==> config.mk <==
export PLATFORM = sky130hd
export DESIGN_NAME = smul_top
export DESIGN_NICKNAME = d
export VERILOG_FILES = /design/src/rtl/smul_pkg.sv /design/src/rtl/smul_partial.sv /design/src/rtl/smul_assemble.sv /design/src/rtl/smul_top.sv
export SDC_FILE = /design/constraint.sdc
export NUM_CORES = 1
export LEC_CHECK = 0
export ABC_AREA = 1
export BUFFER_PORTS_ARGS = -buffer_cell sky130_fd_sc_hd__buf_2
export CAP_MARGIN = 20
export CORE_MARGIN = 3
export CORE_UTILIZATION = 45
export CTS_BUF_LIST = sky130_fd_sc_hd__clkbuf_16
export DETAILED_ROUTE_END_ITERATION = 10
export PLACE_DENSITY = 0.63
export SLEW_MARGIN = 25
export SYNTH_ARGS = -nofsm -noshare
export SYNTH_HDL_FRONTEND = slang
export SYNTH_HIERARCHICAL = 1
export SYNTH_SLANG_ARGS = --single-unit
==> constraint.sdc <==
create_clock -name clk -period 4.9 [get_ports clk]
set_input_delay 0.49 -clock clk [delete_from_list [all_inputs] [get_ports clk]]
set_output_delay 0.49 -clock clk [all_outputs]
set_load 0.1 [all_outputs]
==> src/rtl/smul_pkg.sv <==
package smul_pkg;

    typedef enum logic [1:0] {
        K_WIDE     = 2'd0,
        K_WIDE_RND = 2'd1,
        K_PAIR     = 2'd2,
        K_PAIR_RND = 2'd3
    } smul_kind_e;

    function automatic smul_kind_e kind_of(input logic split, input logic rnd);
        smul_kind_e k;
        unique case ({split, rnd})
            2'b00:   k = K_WIDE;
            2'b01:   k = K_WIDE_RND;
            2'b10:   k = K_PAIR;
            default: k = K_PAIR_RND;
        endcase
        return k;
    endfunction

endpackage

==> src/rtl/smul_partial.sv <==
module smul_partial #(
    parameter int LANE_W = 8,
    localparam int OP_W = 2 * LANE_W,
    localparam int PP_W = 2 * (LANE_W + 1)
) (
    input  logic [OP_W-1:0]      a_i,
    input  logic [OP_W-1:0]      b_i,
    input  logic                 split_i,
    input  logic                 sgn_i,
    output logic [3:0][PP_W-1:0] pp_o
);

    // Each byte gets a ninth bit. The upper byte is signed whenever sgn_i is set.
    // The lower byte is signed only in paired mode, because in wide mode it is
    // the unsigned low half of a wider number.
    logic [1:0][LANE_W:0] a_x;
    logic [1:0][LANE_W:0] b_x;

    for (genvar i = 0; i < 2; i++) begin : g_ext
        logic ext_en;
        if (i == 0) begin : g_lo
            assign ext_en = sgn_i & split_i;
        end else begin : g_hi
            assign ext_en = sgn_i;
        end
        assign a_x[i] = {ext_en & a_i[i*LANE_W+LANE_W-1], a_i[i*LANE_W +: LANE_W]};
        assign b_x[i] = {ext_en & b_i[i*LANE_W+LANE_W-1], b_i[i*LANE_W +: LANE_W]};
    end

    // Index 2*i+j holds the product of a byte i and b byte j.
    for (genvar i = 0; i < 2; i++) begin : g_row
        for (genvar j = 0; j < 2; j++) begin : g_col
            logic signed [PP_W-1:0] sa;
            logic signed [PP_W-1:0] sb;
            assign sa = PP_W'($signed(a_x[i]));
            assign sb = PP_W'($signed(b_x[j]));
            assign pp_o[2*i+j] = sa * sb;
        end
    end

endmodule

==> src/rtl/smul_assemble.sv <==
module smul_assemble
    import smul_pkg::*;
#(
    parameter int LANE_W = 8,
    localparam int OP_W  = 2 * LANE_W,
    localparam int RES_W = 4 * LANE_W,
    localparam int PP_W  = 2 * (LANE_W + 1)
) (
    input  logic [3:0][PP_W-1:0] pp_i,
    input  smul_kind_e           kind_i,
    output logic [RES_W-1:0]     res_o
);

    localparam logic [RES_W-1:0] WIDE_HALF = RES_W'(1) << (OP_W - 1);
    localparam logic [RES_W-1:0] WIDE_MASK = {{OP_W{1'b1}}, {OP_W{1'b0}}};
    localparam logic [OP_W-1:0]  LANE_HALF = OP_W'(1) << (LANE_W - 1);
    localparam logic [OP_W-1:0]  LANE_MASK = {{LANE_W{1'b1}}, {LANE_W{1'b0}}};

    // Wide mode: weighted sum of the four sign-extended partial products.
    logic [3:0][RES_W-1:0] wx;
    for (genvar k = 0; k < 4; k++) begin : g_wext
        assign wx[k] = RES_W'($signed(pp_i[k]));
    end

    logic [RES_W-1:0] wide_sum;
    logic [RES_W-1:0] wide_rnd;
    assign wide_sum = wx[0]
                    + (wx[1] << LANE_W)
                    + (wx[2] << LANE_W)
                    + (wx[3] << OP_W);
    assign wide_rnd = (wide_sum + WIDE_HALF) & WIDE_MASK;

    // Paired mode: lane 0 takes the low-byte product, lane 1 the high-byte product.
    logic [1:0][OP_W-1:0] lane_raw;
    logic [1:0][OP_W-1:0] lane_rnd;
    assign lane_raw[0] = pp_i[0][OP_W-1:0];
    assign lane_raw[1] = pp_i[3][OP_W-1:0];

    for (genvar k = 0; k < 2; k++) begin : g_lane
        assign lane_rnd[k] = (lane_raw[k] + LANE_HALF) & LANE_MASK;
    end

    always_comb begin
        unique case (kind_i)
            K_WIDE:     res_o = wide_sum;
            K_WIDE_RND: res_o = wide_rnd;
            K_PAIR:     res_o = lane_raw;
            K_PAIR_RND: res_o = lane_rnd;
            default:    res_o = '0;
        endcase
    end

endmodule

==> src/rtl/smul_top.sv <==
module smul_top
    import smul_pkg::*;
#(
    parameter int LANE_W = 8,
    localparam int OP_W  = 2 * LANE_W,
    localparam int RES_W = 4 * LANE_W,
    localparam int PP_W  = 2 * (LANE_W + 1)
) (
    input  logic             clk,
    input  logic             rst,
    input  logic             in_vld,
    input  logic [OP_W-1:0]  in_a,
    input  logic [OP_W-1:0]  in_b,
    input  logic             in_split,
    input  logic             in_sgn,
    input  logic             in_rnd,
    output logic             out_vld,
    output logic [RES_W-1:0] out_prod
);

    logic [3:0][PP_W-1:0] pp_now;
    logic [3:0][PP_W-1:0] s1_pp;
    smul_kind_e           s1_kind;
    logic                 s1_vld;
    logic [RES_W-1:0]     asm_res;

    smul_partial #(.LANE_W(LANE_W)) u_partial (
        .a_i     (in_a),
        .b_i     (in_b),
        .split_i (in_split),
        .sgn_i   (in_sgn),
        .pp_o    (pp_now)
    );

    // Stage one: partial products and operation kind.
    always_ff @(posedge clk) begin
        if (rst) begin
            s1_vld  <= 1'b0;
            s1_pp   <= '0;
            s1_kind <= K_WIDE;
        end else begin
            s1_vld <= in_vld;
            if (in_vld) begin
                s1_pp   <= pp_now;
                s1_kind <= kind_of(in_split, in_rnd);
            end
        end
    end

    smul_assemble #(.LANE_W(LANE_W)) u_assemble (
        .pp_i   (s1_pp),
        .kind_i (s1_kind),
        .res_o  (asm_res)
    );

    // Stage two: the registered result.
    always_ff @(posedge clk) begin
        if (rst) begin
            out_vld  <= 1'b0;
            out_prod <= '0;
        end else begin
            out_vld <= s1_vld;
            if (s1_vld) begin
                out_prod <= asm_res;
            end
        end
    end

    // Counts edges since reset so that two-edge look-backs stay inside history.
    logic [1:0] warm;
    always_ff @(posedge clk) begin
        if (rst) begin
            warm <= 2'd0;
        end else if (warm != 2'd2) begin
            warm <= warm + 2'd1;
        end
    end

    assert_latency_R7: assert property (@(posedge clk) disable iff (rst)
        (warm == 2'd2) |-> (out_vld == $past(in_vld, 2)));

    assert_hold_idle_R9: assert property (@(posedge clk) disable iff (rst)
        (warm == 2'd2 && !$past(in_vld, 2)) |-> $stable(out_prod));

    assert_wide_round_low_R5: assert property (@(posedge clk) disable iff (rst)
        (warm == 2'd2 && out_vld && $past(in_vld && in_rnd && !in_split, 2))
        |-> (out_prod[OP_W-1:0] == '0));

    assert_pair_round_low_R6: assert property (@(posedge clk) disable iff (rst)
        (warm == 2'd2 && out_vld && $past(in_vld && in_rnd && in_split, 2))
        |-> (out_prod[LANE_W-1:0] == '0 && out_prod[OP_W +: LANE_W] == '0));

    assert_lane_isolated_R1: assert property (@(posedge clk) disable iff (rst)
        (warm == 2'd2 && out_vld && $past(in_vld && in_split && in_a[LANE_W-1:0] == '0, 2))
        |-> (out_prod[OP_W-1:0] == '0));

    assert_wide_unit_R2: assert property (@(posedge clk) disable iff (rst)
        (warm == 2'd2 && out_vld
            && $past(in_vld && !in_split && !in_rnd && in_b == OP_W'(1), 2))
        |-> (out_prod == ($past(in_sgn, 2) ? RES_W'($signed($past(in_a, 2)))
                                           : RES_W'($past(in_a, 2)))));

endmodule

==> flow_summary.ini <==
[run_status]
status = complete, no violations

[grt]
grt_max_degree = 105
grt-ovfl-total = 0
grt_first_pass_wirelength_mm = 86.1
grt_pass1_vias = 17401
grtUsageTotal_pct = 21.9
grt_antenna_before_repair = 0

[clock_tree]
clkSinkCount = 106
path_clk_slew_ns = 0.08
cts_max_path_buffers = 2
cts_root_buf = clkbuf_16
tritoncts = done
cts_buffers = 9
cts_hold_buf = 0
clkLatencyLatePin_ns = 0.36
cts_max_level = 3

[pwr]
pwr_density_cell_nw_per_um2 = 596
peakVddDrop_mv = 0.325
p_leak_nw = 14.0

[min_path]
hp-class = in -> reg
hp-start = rst
holdPathStages = 2
hold_end = s1_vld

[setup_path]
crit_path_end_kind = flop
worst_path_largest_cell_delay_ns = 0.51
r2r_end = out_prod[30]
timing.rr.start = s1_pp[9]
critical_path_buf_inv_count = 7
reg2reg_slack_ns = 0.44
cp.arrival_ns = 4.95
path_cells = buf_2 -> nand2_1 -> nor2_1 -> inv_2 -> fa_1 -> inv_1 -> fa_1 -> fa_1 -> fa_1 -> inv_1 -> fa_1 -> inv_1 -> ha_1 -> nand2_1 -> nand2_1 -> buf_4 -> a21oi_1 -> nand2_1 -> xor2_1 -> inv_1 -> nand2_1 -> nand2_1 -> nor2_1
path_class = in -> reg
crit_start = in_b[8]
cp_top_family = adder cells
r2r_cells = 26
cp_common_cell = nand2_1
critPathSlowestCell = fa_1
worstPathRequired_ns = 5.20
cp-start-kind = input pin
crit_fanout = 4

[finish]
n_antenna_cell = 0
fin_util_pct = 51.9
syn2layout_area_growth_pct = 12.7
nets = 3687
drive_gt1_share_pct = 11.9
fillers = 4515

[synth]
avgSynthCellArea_um2 = 6.86
syn-num-nets = 3513
syn-cell-area_um2 = 20500
syn_inst = 2992
yosys_warnings = 6

[die]
initial_core_util_pct = 46.0
fp.dieH_um = 220
rows = 77
die_w_um = 220
io_pins = 71
coreArea_um2 = 44600
dieArea_um2 = 48200

[detailed_routing]
routed_via_density = 4.71
vias = 17713
routed_wl_mm = 51.2
drtIter0Drc = 1020
antenna_left = 0
drc = 0
drt-pass1-iter-count = 5
wl_per_cell_um = 13.6

[timing]
post-route-min-period_ns = 4.65
relSlewSlack_pct = 34.4
rsz0062_at_grt = yes
max_slew.worst_pin.slew_ns = 0.980
setup_viol = 0
fin_crit_sh_pct = 94.9
hold_viol = 0
max_freq_ghz = 0.215
fin_ws_ns = 0.250
skew_ns = 0.0112
drv_slew = 0

[flow_run]
maxCapViolations = 0

[placement]
port-buffer-count = 70
pre_cts_slack_ns = -0.382
gp_routability_congestion = 0.922
dp_hpwl_mm = 43.9
==> metal layers <==
layer | vias up | track usage (%) | share of wire (%)
li1 | 9005 | - | -
met2 | 441 | 34.3 | 44
met4 | 0 | 7.62 | 3.6
met1 | 8190 | 31.5 | 47
met5 | - | 0 | 0
met3 | 77 | 2.59 | 5.6
==> what timing repair did <==
item / CTS / global route
pin swaps: 0 / 7
setup endpoints to repair: 1 / 35
buffers inserted: 0 / 1
resized for setup: 1 / 40
hold endpoints to repair: 0 / 0
==> per-stage QoR <==
stage	cell area [µm²]	power, mW	instances	setup TNS, ns	hold WS [ns]
after floorplan	20500	9.55	2992	0	0.447
after global placement	22700	12.6	3746	-4.65	0.456
after detailed placement	22700	12.7	3746	-6.91	0.462
after CTS	23000	13.6	3762	0	0.303
after global routing	23100	15.6	3763	-0.00254	0.313
final	23100	13.8	3763	0	0.315
==> cell usage in the layout, fill, tap and decap left out, types with 15 or more instances in the layout <==
cell type / count
inv_2: 16
o21ai_0: 23
nand3_1: 107
ha_1: 179
nand4_1: 15
xor2_1: 31
fa_1: 296
dfxtp_1: 103
inv_1: 736
buf_2: 66
buf_4: 196
a21oi_1: 53
nand2_1: 843
nor2_1: 346
==> worst max-delay path by stage <==
| stage | end | slack, ns | cells after the start |
|---|---|---|---|
| 6_report | s1_pp[29] | 0.25 | 23 |
| 5_1_grt | s1_pp[35] | -0.003 | 25 |
| 4_1_cts | s1_pp[45] | 0.06 | 21 |
| 3_5_place_dp | s1_pp[45] | -0.38 | 21 |
| 3_3_place_gp | s1_pp[45] | -0.27 | 21 |
| 2_1_floorplan | s1_pp[69] | 0.02 | 24 |
==> state kept, by name, indices dropped and copies added (netlist names) <==
signal,count
out_prod,32
s1_vld,1
s1_pp,70
s1_kind,2
out_vld,1
==> power by group <==
part	internal (mW)	total (mW)	leakage (nW)	switching, mW
combinational	4.71	11.7	13.0	7.01
sequential	1.07	1.31	0.880	0.236
clock	0.407	0.764	0.154	0.356
total	6.19	13.8	14.0	7.60
==> cell type report <==
cell class              instances  area [µm²]  area share, %
clock buffers                   9         225          0.973
well taps                     592         741           3.20
clock inverters                 7        86.3          0.373
repair buffers                274        2000           8.66
inverters                     753        2830           12.2
multi-input cells            2022       15100           65.4
flip-flops and latches        106        2130           9.20
Note: power is estimated with default switching activity, not from simulation.
